<file path="src/rtl/oneshot_timer_pkg.sv">
// Package: shared width and control-field positions for the single-shot timer.
// Assumes the control fields sit in the low four bits of the write data.
package oneshot_timer_pkg;
    localparam int unsigned CNT_W  = 16;
    localparam int unsigned F_EN   = 0;  // count enable
    localparam int unsigned F_TRG  = 1;  // software start, self-clearing
    localparam int unsigned F_IE   = 2;  // interrupt enable
    localparam int unsigned F_UF   = 3;  // write 0 clears the underflow flag
endpackage

</file>
<file path="src/rtl/tmr_edge_sync.sv">
// Module: brings an asynchronous level into the clock domain through STAGES
// flops and reports a single-cycle pulse on each 0-to-1 change.
// Assumes STAGES >= 2; the input needs no relation to clk.
module tmr_edge_sync #(
    parameter int unsigned STAGES = 2
) (
    input  logic clk,
    input  logic rst_n,
    input  logic async_in,
    output logic rise
);
    localparam int unsigned LAST = STAGES;

    logic [LAST:0] chain;

    // Shift the input through the synchronizer plus one history flop.
    always_ff @(posedge clk) begin
        if (!rst_n) chain <= '0;
        else        chain <= {chain[LAST-1:0], async_in};
    end

    assign rise = chain[LAST-1] & ~chain[LAST];
endmodule

</file>
<file path="src/rtl/tmr_ctrl_regs.sv">
// Module: control state of the timer - enable, interrupt enable, sticky
// underflow flag, reload holding register and the registered start request.
// Assumes wr_ctrl and wr_reload are single-cycle strobes.
module tmr_ctrl_regs
    import oneshot_timer_pkg::*;
#(
    parameter int unsigned W = CNT_W
) (
    input  logic         clk,
    input  logic         rst_n,
    input  logic         wr_ctrl,
    input  logic         wr_reload,
    input  logic [W-1:0] wdata,
    input  logic         ext_rise,
    input  logic         uf_pulse,
    output logic         en_q,
    output logic         ie_q,
    output logic         uf_q,
    output logic [W-1:0] reload_q,
    output logic         start_q,
    output logic         stop
);
    logic en_next;
    logic trig_any;

    assign en_next  = wr_ctrl ? wdata[F_EN] : en_q;
    assign trig_any = (wr_ctrl & wdata[F_TRG]) | ext_rise;
    assign stop     = wr_ctrl & ~wdata[F_EN];

    // Enable, interrupt enable and the one-cycle start request.
    always_ff @(posedge clk) begin
        if (!rst_n) begin
            en_q    <= 1'b0;
            ie_q    <= 1'b0;
            start_q <= 1'b0;
        end else begin
            en_q    <= en_next;
            start_q <= en_next & trig_any;
            if (wr_ctrl) ie_q <= wdata[F_IE];
        end
    end

    // Sticky underflow flag: set beats software clear.
    always_ff @(posedge clk) begin
        if (!rst_n)                        uf_q <= 1'b0;
        else if (uf_pulse)                 uf_q <= 1'b1;
        else if (wr_ctrl && !wdata[F_UF])  uf_q <= 1'b0;
    end

    // Reload holding register.
    always_ff @(posedge clk) begin
        if (!rst_n)         reload_q <= '0;
        else if (wr_reload) reload_q <= wdata;
    end

    AST_START_NEEDS_EN: assert property (@(posedge clk) disable iff (!rst_n)
        start_q |-> en_q);
    AST_UF_SETS: assert property (@(posedge clk) disable iff (!rst_n)
        uf_pulse |=> uf_q);
endmodule

</file>
<file path="src/rtl/tmr_down_counter.sv">
// Module: the down-counter and its running state. Load beats tick; stop beats
// load. On passing zero it parks at all-ones and emits a one-cycle uf_pulse.
// Assumes load is a single-cycle request already qualified by enable.
module tmr_down_counter #(
    parameter int unsigned W = 16
) (
    input  logic         clk,
    input  logic         rst_n,
    input  logic         load,
    input  logic         stop,
    input  logic         tick,
    input  logic [W-1:0] reload,
    output logic [W-1:0] cnt,
    output logic         run_q,
    output logic         uf_pulse
);
    localparam logic [W-1:0] ALL_ONES = '1;

    logic at_zero;
    assign at_zero  = (cnt == '0);
    assign uf_pulse = !stop && !load && run_q && tick && at_zero;

    // Counter value and running state.
    always_ff @(posedge clk) begin
        if (!rst_n) begin
            cnt   <= ALL_ONES;
            run_q <= 1'b0;
        end else if (stop) begin
            run_q <= 1'b0;
        end else if (load) begin
            cnt   <= reload;
            run_q <= 1'b1;
        end else if (run_q && tick) begin
            if (at_zero) begin
                cnt   <= ALL_ONES;
                run_q <= 1'b0;
            end else begin
                cnt   <= cnt - 1'b1;
            end
        end
    end

    AST_DECREMENT: assert property (@(posedge clk) disable iff (!rst_n)
        (run_q && tick && !at_zero && !load && !stop) |=> (cnt == $past(cnt) - 1'b1));
    AST_PARK_ALL_ONES: assert property (@(posedge clk) disable iff (!rst_n)
        (run_q && tick && at_zero && !load && !stop) |=> (cnt == ALL_ONES && !run_q));
    AST_LOAD_RESTART: assert property (@(posedge clk) disable iff (!rst_n)
        (load && !stop) |=> (run_q && cnt == $past(reload)));
    AST_STOP_HOLDS: assert property (@(posedge clk) disable iff (!rst_n)
        stop |=> (!run_q && $stable(cnt)));
endmodule

</file>
<file path="src/rtl/oneshot_reload_timer.sv">
// Module: top of the single-shot reload down-counter timer. Wires the
// external trigger synchronizer, control registers and counter together.
// Assumes a single clock; ext_trig may be asynchronous.
module oneshot_reload_timer
    import oneshot_timer_pkg::*;
#(
    parameter int unsigned W           = CNT_W,
    parameter int unsigned SYNC_STAGES = 2
) (
    input  logic         clk,
    input  logic         rst_n,
    input  logic         wr_ctrl,
    input  logic         wr_reload,
    input  logic [W-1:0] wdata,
    input  logic         tick,
    input  logic         ext_trig,
    output logic [W-1:0] count,
    output logic         tmr_out,
    output logic         uf_flag,
    output logic         irq
);
    logic         ext_rise;
    logic         uf_pulse;
    logic         en_q;
    logic         ie_q;
    logic         start_q;
    logic         stop;
    logic [W-1:0] reload_q;
    logic         run_q;

    tmr_edge_sync #(.STAGES(SYNC_STAGES)) u_sync (
        .clk      (clk),
        .rst_n    (rst_n),
        .async_in (ext_trig),
        .rise     (ext_rise)
    );

    tmr_ctrl_regs #(.W(W)) u_ctrl (
        .clk       (clk),
        .rst_n     (rst_n),
        .wr_ctrl   (wr_ctrl),
        .wr_reload (wr_reload),
        .wdata     (wdata),
        .ext_rise  (ext_rise),
        .uf_pulse  (uf_pulse),
        .en_q      (en_q),
        .ie_q      (ie_q),
        .uf_q      (uf_flag),
        .reload_q  (reload_q),
        .start_q   (start_q),
        .stop      (stop)
    );

    tmr_down_counter #(.W(W)) u_cnt (
        .clk      (clk),
        .rst_n    (rst_n),
        .load     (start_q),
        .stop     (stop),
        .tick     (tick),
        .reload   (reload_q),
        .cnt      (count),
        .run_q    (run_q),
        .uf_pulse (uf_pulse)
    );

    assign tmr_out = run_q;
    assign irq     = uf_flag & ie_q;

    AST_IDLE_WHEN_DISABLED: assert property (@(posedge clk) disable iff (!rst_n)
        !en_q |-> !run_q);
    AST_IRQ_NEEDS_FLAG: assert property (@(posedge clk) disable iff (!rst_n)
        irq |-> uf_flag);
endmodule

</file>
<file path="config.mk">
export PLATFORM = sky130hd
export DESIGN_NAME = oneshot_reload_timer
export DESIGN_NICKNAME = d
export VERILOG_FILES = /design/src/rtl/oneshot_timer_pkg.sv /design/src/rtl/tmr_edge_sync.sv /design/src/rtl/tmr_ctrl_regs.sv /design/src/rtl/tmr_down_counter.sv /design/src/rtl/oneshot_reload_timer.sv
export SDC_FILE = /design/constraint.sdc
export NUM_CORES = 1
export LEC_CHECK = 0
export BUFFER_PORTS_ARGS = -buffer_cell sky130_fd_sc_hd__buf_2
export CORE_AREA = 2 2 62 75
export CTS_CLUSTER_SIZE = 24
export DETAILED_ROUTE_END_ITERATION = 8
export DIE_AREA = 0 0 64 77
export PLACE_DENSITY = 0.74
export SKIP_LAST_GASP = 1
export SLEW_MARGIN = 20
export SYNTH_ARGS = -nofsm -noshare
export SYNTH_HDL_FRONTEND = slang
export SYNTH_SLANG_ARGS = --single-unit
</file>
<file path="constraint.sdc">
create_clock -name clk -period 1.85 [get_ports clk]
set_input_delay 0.37 -clock clk [delete_from_list [all_inputs] [get_ports clk]]
set_output_delay 0.37 -clock clk [all_outputs]
set_load 0.005 [all_outputs]
</file>
==> metrics list, run 1 <==
- Summed over all nets, the switching power comes to 0.489 mW.
- For this design the top-level I/O count stands at 41.
- The synthesized design spends more area on one cell type than any other, namely sky130_fd_sc_hd__dfxtp_1.
- In this design, the stage delay of the slowest critical-path cell is 0.34 ns.
- Walking the worst path, the cells encountered are inv_1, ha_1, nor3b_4, buf_4, and4b_1, a31oi_1, nor3b_2, a31oi_1.
* Final Skew: 0.00752 ns
* End point of the critical path: u_cnt.cnt[10]
- Maximum level of the CTS H-tree: 2
- Once layout is complete, the utilization of the core stands at 59.0%.
- Worst rel slew slack: 67.2%
* Type of the worst min-delay path: in2reg
- Global routing consumed, on the met2 layer, 30.4% of the routing resources.
- In this run the biggest area consumer among cell types represents 40.1% of the synthesized area.
- Layout cell share with drive strength beyond 1: 30.1%
* Worst Setup End Kind: register
* Diodes inserted: 0
- For this block, the via count after detailed routing is 1,798.
* Cell type with the highest occurrence count on the critical path: sky130_fd_sc_hd__a31oi_1
- The clock network burns 37.0% of the power.
* Number of setup violations in the final report: 0
- DR WL/cell: 14.0 um
- The most critical setup path has its startpoint at u_cnt.cnt[1].
- The tightest hold path in the finished design has a slack of 0.283 ns.
* Sequential share of power: 50.4%
- The synthesized design contains 40 register bits.
* Die area: 4930 um^2
- Placed Cells: 320
- Port buffering added 40 buffers.
- For this run, the number of Yosys warnings is 0.
- Total power per unit cell area: 780 nW/um^2
- Of all nets on the critical path, the largest fanout is 4.
- EDFF count, synth: 0
* Largest net degree at the start of global routing: 30
- The count of nets left with antenna violations once routing finished came out at 0.
* Length in cells of the worst reg-to-reg path: 8
* Detail Placement HPWL: 3.28 mm
- Worst setup path category: reg2reg
* Met1 Usage GRT: 25.4%
* Slowest stage cell on the critical path: sky130_fd_sc_hd__dfxtp_1
* Die X: 64 um
- TritonCTS clock tree: done
* Part of the Yosys area used for sequential elements: 40.1%
- In this run, post-CTS hold repair placed 0 buffers.
* Later-pin clock latency in the skew report: 0.30 ns
- Data required time of the critical path: 2.01 ns
- In this run the most used layer during global routing was met2.
- Fin. Hold Viols: 0
- After detailed routing, the number of remaining DRC violations is 0.
* Total of max-cap violations: 0
- The area growth from synthesis to layout is 23.8%.
* Final wirelength: 4.60 mm
- Buffers inserted during clock tree synthesis total 5.
- Sum of negative setup slack: 0 ns
* Result of the run: completed
- Clock tree root buffer cell: sky130_fd_sc_hd__clkbuf_8
- Grt met3 use: 3.08%
* Start of the worst register-to-register path: u_cnt.cnt[1]
- Buffer levels on the longest clock path: 2
* P_leak: 1.06 nW
- Unrepaired setup endpoints after global routing: true
- The count of cells in the finished layout, fillers not included, comes to 328.
- Number of DRC markers in iteration 0: 105
* Cell internal pwr: 1.44 mW
- After synthesis, the cell types taking the most area are sky130_fd_sc_hd__dfxtp_1 (40%), sky130_fd_sc_hd__mux2i_1 (10%), sky130_fd_sc_hd__nor2b_1 (5.9%), sky130_fd_sc_hd__o21ai_0 (4.8%), sky130_fd_sc_hd__or3_1 (2.2%).
- Gp weighted congestion: 0.900
- The smallest clock period supported by the final layout is computed as 1.77 ns.
* Critical Path Start Type: register
* Distinct cell type count after synthesis: 47
- Dividing the synthesized area by the synthesized cell count gives 9.01 um^2.
- Total number of nets in the final design: 295
* Syn Nets: 246
* Average via count per standard cell: 5.48
* Proportion of register bits with asynchronous set or reset after synthesis: 0%
- The worst register-to-register path ends at u_cnt.cnt[10].
- The total overflow left after global routing is 0.
- The final critical path takes up 95.5% of the cycle.
- First-pass DRT Iterations: 4
* Max frequency: 566 MHz
- The cell count after synthesis came out at 222.
- Antenna violations before repair: 0
* Via count of the first global-routing pass: 1,633
* Max-slew violation count: 0
* Most used DFF post-synth: sky130_fd_sc_hd__dfxtp_1
- Core Region: 4200 um^2
- Net switching is 25.3% of the power.
* Die Y: 77 um
- Setup Buffers After CTS: 0
- Reg clk slew, reported paths: 0.08 ns
- The floorplan has 26 rows.
* Netlist area before placement: 2000 um^2
* Overall power consumption: 1.93 mW
- The first global-routing pass estimated 7.49 mm of wire.
* Critical Path AT: 1.92 ns
* Pin slew with the least headroom to its limit: 0.492 ns
- Num Clock Sinks: 40
- Portion of total power attributed to combinational logic: 12.5%
- Once the floorplan was initialized, standard cells occupied 47.6% of the core.
- Global routing used 19.3% of the available tracks across all layers.
* Worst supply voltage drop on vdd: 0.622 mV
- The setup check on the worst reg-to-reg path leaves a slack of 0.08 ns.
## worst min path at each step
stage	start	endpoint	slack (ns)	cells after the start
2_1_floorplan	u_sync.chain[0]	u_sync.chain[1]	0.41	1
3_3_place_gp	u_sync.chain[0]	u_sync.chain[1]	0.42	1
3_5_place_dp	u_sync.chain[0]	u_sync.chain[1]	0.42	1
4_1_cts	ext_trig	u_sync.chain[0]	0.28	2
5_1_grt	ext_trig	u_sync.chain[0]	0.28	2
6_report	ext_trig	u_sync.chain[0]	0.28	2
## critical path, delay by kind of cell (launching register included)
family	cells	cell delay, ns
AND/OR/NAND/NOR	3	0.67
adder cells (fa/ha/maj)	1	0.20
buffers and inverters	2	0.25
AO/OA/AOI/OAI	2	0.17
flip-flops	1	0.34
## layout by cell type (no fill, tap or decap), types with 2 or more instances in the layout
cell                       Yosys  layout
sky130_fd_sc_hd__buf_2         3      40
sky130_fd_sc_hd__dfxtp_1      40      39
sky130_fd_sc_hd__mux2i_1      20      20
sky130_fd_sc_hd__nor2b_1      19      19
sky130_fd_sc_hd__o21ai_0      19      19
sky130_fd_sc_hd__buf_4         0      15
sky130_fd_sc_hd__nand2_1       9       9
sky130_fd_sc_hd__nor2_1       10       9
sky130_fd_sc_hd__inv_1         8       8
sky130_fd_sc_hd__nor3_1        8       8
sky130_fd_sc_hd__or3_1         7       7
sky130_fd_sc_hd__a31oi_1       6       6
sky130_fd_sc_hd__and2_1        5       5
sky130_fd_sc_hd__nand3_1       5       5
sky130_fd_sc_hd__o31ai_1       5       5
sky130_fd_sc_hd__clkbuf_8      0       5
sky130_fd_sc_hd__a21oi_1       3       3
sky130_fd_sc_hd__nand4_1       3       3
sky130_fd_sc_hd__o22ai_1       3       3
sky130_fd_sc_hd__and3_1        3       3
sky130_fd_sc_hd__nor3b_2       1       3
sky130_fd_sc_hd__nand2b_1      2       2
sky130_fd_sc_hd__and4_1        2       2
sky130_fd_sc_hd__nor4_1        3       2
sky130_fd_sc_hd__o221ai_1      2       2
sky130_fd_sc_hd__o211ai_1      2       2
sky130_fd_sc_hd__ha_1          2       2
## metrics by stage
stage,area [um^2],setup WS [ns]
finish,2480,0.0835
global route,2480,-0.0366
CTS,2440,0.0380
detailed placement,2330,-0.00534
global placement,2330,0.0945
floorplan,2000,0.00896
## cell families (layout without fill, tap and decap cells)
group	Yosys count	count (layout)	synth area share [%]
AOI/OAI and AO/OA	48	48	15.7
and+or+nand+nor	89	89	27.2
buffers and inverters	22	72	5.26
muxes	21	21	10.6
DFF	40	40	40.1
adders and majority gates	2	2	1.25
## synthesized netlist by cell type (6+ instances only)
| master | n |
|---|---|
| sky130_fd_sc_hd__or3_1 | 7 |
| sky130_fd_sc_hd__nor3_1 | 8 |
| sky130_fd_sc_hd__nor2b_1 | 19 |
| sky130_fd_sc_hd__o21ai_0 | 19 |
| sky130_fd_sc_hd__clkbuf_1 | 9 |
| sky130_fd_sc_hd__inv_1 | 8 |
| sky130_fd_sc_hd__dfxtp_1 | 40 |
| sky130_fd_sc_hd__nand2_1 | 9 |
| sky130_fd_sc_hd__mux2i_1 | 20 |
| sky130_fd_sc_hd__nor2_1 | 10 |
| sky130_fd_sc_hd__a31oi_1 | 6 |
## metal layers
layer | vias to the layer above | part of all wire, %
met4 | 0 | 2.4
met5 | - | 0
met2 | 57 | 47
li1 | 902 | -
met3 | 10 | 4.9
met1 | 829 | 46
## power groups by stage
stage	Clock [mW]	Combinational (mW)	Sequential (mW)
after floorplan	0	0.137	0.986
after global placement	0	0.236	0.988
after detailed placement	0	0.240	0.990
after CTS	0.724	0.242	0.971
after global routing	0.759	0.271	0.984
final	0.716	0.242	0.975
## flip-flops by register name (all words and copies together), names as in the netlist
register / cells
u_ctrl.start_q: 1
u_ctrl.en_q: 1
u_ctrl.uf_q: 1
u_cnt.run_q: 1
u_ctrl.reload_q: 16
u_cnt.cnt: 16
u_sync.chain: 3
u_ctrl.ie_q: 1
## area by class of cell
cell class                      count  area, um^2
Sequential cell                    40         802
Clock buffer                        5        68.8
Tap cell                           56        70.1
Fill cell                         381        1720
Timing Repair Buffer               56         333
Clock inverter                      3        42.5
Multi-Input combinational cell    160        1130
Inverter                            8        30.0
## repair_timing
| action | CTS | global route |
|---|---|---|
| setup endpoints to repair | 1 | 7 |
| gates resized for setup | 1 | 7 |
| pin swaps | 0 | 1 |
(Power assumes the default switching activity.)
==> inputs of run 2 (changes only) <==
--- a/config.mk
+++ b/config.mk
@@ -6,11 +6,11 @@
 export NUM_CORES = 1
 export LEC_CHECK = 0
 export BUFFER_PORTS_ARGS = -buffer_cell sky130_fd_sc_hd__buf_2
-export CORE_AREA = 2 2 62 75
+export CORE_AREA = 2 2 74 90
 export CTS_CLUSTER_SIZE = 24
 export DETAILED_ROUTE_END_ITERATION = 8
-export DIE_AREA = 0 0 64 77
-export PLACE_DENSITY = 0.74
+export DIE_AREA = 0 0 76 92
+export GPL_TIMING_DRIVEN = 0
 export SKIP_LAST_GASP = 1
 export SLEW_MARGIN = 20
 export SYNTH_ARGS = -nofsm -noshare
==> run 2 against run 1 <==
  * Fmax is 1.1% lower
  * Setup slack got worse by 0.020 ns
  * Power grew 5.8%
  * Count of clock-buffer cells in the layout is the same
  * Largest power group unchanged
==> metrics list, run 2 (synthesized netlist as in run 1, its figures left out) <==
- The run finished with clean final reports.
- Crit share post-route: 96.6%
- Setup repair after global routing could not meet its margin everywhere.
- Layout Cells excl Fill: 358
- The clock reaches the later pin of the worst-skew pair after 0.29 ns.
- Final Util: 41.0%
- The count of nets left with antenna violations once routing finished came out at 0.
* Worst rel slew slack: 67.5%
- Pin slew with the least headroom to its limit: 0.488 ns
- Routability-driven placement finished with a final weighted congestion of 0.867.
- TritonCTS clock tree: done
- After clock tree synthesis, the clock-pin slew on the worst setup and hold paths is 0.08 ns.
- Via count of the routed design: 1,861
- The critical path starts at u_cnt.cnt[1].
- The worst hold path was traced through 2 stages.
- CTS built an H-tree with a depth of 2.
- In this run the vertical extent of the chip is 92 um.
* Worst setup path category: reg2reg
- DRC Markers: 0
- The largest registers in the layout are u_cnt.cnt (16), u_ctrl.reload_q (16), u_sync.chain (3).
- At the worst endpoint, the arrival time is 1.94 ns.
- Placed Cells: 346
* Diodes inserted: 0
- Wires add up to 5.12 mm.
* Antenna violations before repair: 0
- Dividing total power by cell area gives a power density of 804 nW/um^2.
* Min Tclk post-route: 1.79 ns
* Total number of nets in the final design: 297
- Setup slack closes at 0.0630 ns.
* Commonest cells after routing, fill and taps aside: sky130_fd_sc_hd__buf_2 (42), sky130_fd_sc_hd__dfxtp_1 (34), sky130_fd_sc_hd__mux2i_1 (20)
- Length in cells of the worst reg-to-reg path: 7
- Entering global routing, the biggest net connects 13 pins.
- Clock tree root buffer cell: sky130_fd_sc_hd__clkbuf_8
- Summed over all cells, the static leakage comes to 1.08 nW.
* Starting Density: 32.2%
* DR WL/cell: 14.3 um
* Buffer levels on the longest clock path: 2
- The worst setup path is captured at a register.
* Detail Placement HPWL: 3.80 mm
- Worst hold start: ext_trig
- Input and output buffers added on the ports amount to 39.
* Wire length of the first global-routing pass: 8.29 mm
- Site row count: 32
- Across the run, the number of max-cap violations was 0.
* Inserted Clock Buffers: 5
- Average via count per standard cell: 5.20
* Worst slack at placement: -0.262 ns
- With fillers left out, the area of the finished cells amounts to 2540 um^2.
- Critical Path Start Type: register
* Num Clock Sinks: 40
* Relative area change from synthesis to final layout: 27.2%
* Number of setup violations in the final report: 0
- Start of the worst register-to-register path: u_cnt.cnt[1]
- Count of fill cells added during filler insertion: 632
- First-pass DRT Iterations: 4
* Die X: 76 um
- Post-detailed-placement cell area: 2300 um^2
* Max frequency: 560 MHz
* Io pins: 41
* Most frequent standard cell in the layout excluding fill and tap cells: sky130_fd_sc_hd__buf_2
- The total count of hold-check failures in the final report came to 0.
- Sum of negative setup slack: 0 ns
* Max-slew violation count: 0
- Global-route congestion overflow total: 0
* Data required time of the critical path: 2.00 ns
- Worst supply voltage drop on vdd: 0.390 mV
- Via count of the first global-routing pass: 1,684
- Maximum fanout along the worst path: 5
- Final Skew: 0.00212 ns
- In the final layout, the share of cells above drive strength 1 is 30.8%.
- In this run the standard cell core region covers 6210 um^2.
- In the global route stage, overall resource usage came out at 14.7%.
- Number of DRC markers in iteration 0: 142
- The floorplan step defined a die boundary enclosing 6990 um^2.
* Type of the worst min-delay path: in2reg
[run 2: cell count changes in the layout (fill, tap and decap cells not counted), moves of 3 or more]
cell                       before  now
sky130_fd_sc_hd__buf_4         15    5
sky130_fd_sc_hd__clkbuf_1       0    6
sky130_fd_sc_hd__clkbuf_2       0    3
sky130_fd_sc_hd__dfxtp_1       39   34
sky130_fd_sc_hd__dfxtp_2        1    6
sky130_fd_sc_hd__nor3b_2        3    0
[run 2: path summary, 6_finish.rpt]
path	slack, ns	to
setup reg to reg	0.06	u_cnt.cnt[8]
hold reg to reg	0.44	u_sync.chain[1]
setup / recovery	0.06	u_cnt.cnt[8]
hold / removal	0.28	u_sync.chain[0]
[run 2: timing repair]
item	in CTS	in global routing
hold buffers	0	0
setup buffers	1	4
resized for setup	5	21
pin swaps	0	1
setup endpoints to repair	2	13
[run 2: stage by stage]
stage               hold WS, ns  power [mW]
finish                    0.284        2.04
global route              0.291        2.14
CTS                       0.275        2.06
detailed placement        0.429        1.22
global placement          0.417        1.22
floorplan                 0.412        1.12
[run 2: area by class of cell]
cell class | instances | area, um^2 | area share (%)
Clock buffer | 5 | 68.8 | 2.71
Clock inverter | 2 | 60.1 | 2.36
Multi-Input combinational cell | 160 | 1160 | 45.5
Inverter | 8 | 30.0 | 1.18
Buffer | 14 | 78.8 | 3.10
Sequential cell | 40 | 808 | 31.8
Tap cell | 85 | 106 | 4.18
Timing Repair Buffer | 44 | 233 | 9.15
[run 2: power by group]
group          switching, mW  internal, mW
registers             0.0704         0.919
clock network          0.300         0.531
logic                  0.110         0.114
total                  0.480          1.56
[run 2: worst max-delay path: stages, from the launching register on]
cell and delay (ns):
sky130_fd_sc_hd__dfxtp_2 0.35, sky130_fd_sc_hd__inv_1 0.08, sky130_fd_sc_hd__ha_2 0.19, sky130_fd_sc_hd__nor3b_4 0.25, sky130_fd_sc_hd__nor3b_4 0.24, sky130_fd_sc_hd__nor3b_4 0.24, sky130_fd_sc_hd__nor4b_4 0.21, sky130_fd_sc_hd__o31ai_1 0.10
[run 2: layer usage]
metal | GRT usage (%) | vias up | part of all wire [%]
met5 | 0 | - | 0
met4 | 7.73 | 0 | 3.1
met3 | 3.15 | 15 | 3.3
met2 | 23.9 | 50 | 48
met1 | 18.2 | 884 | 45
li1 | - | 912 | -
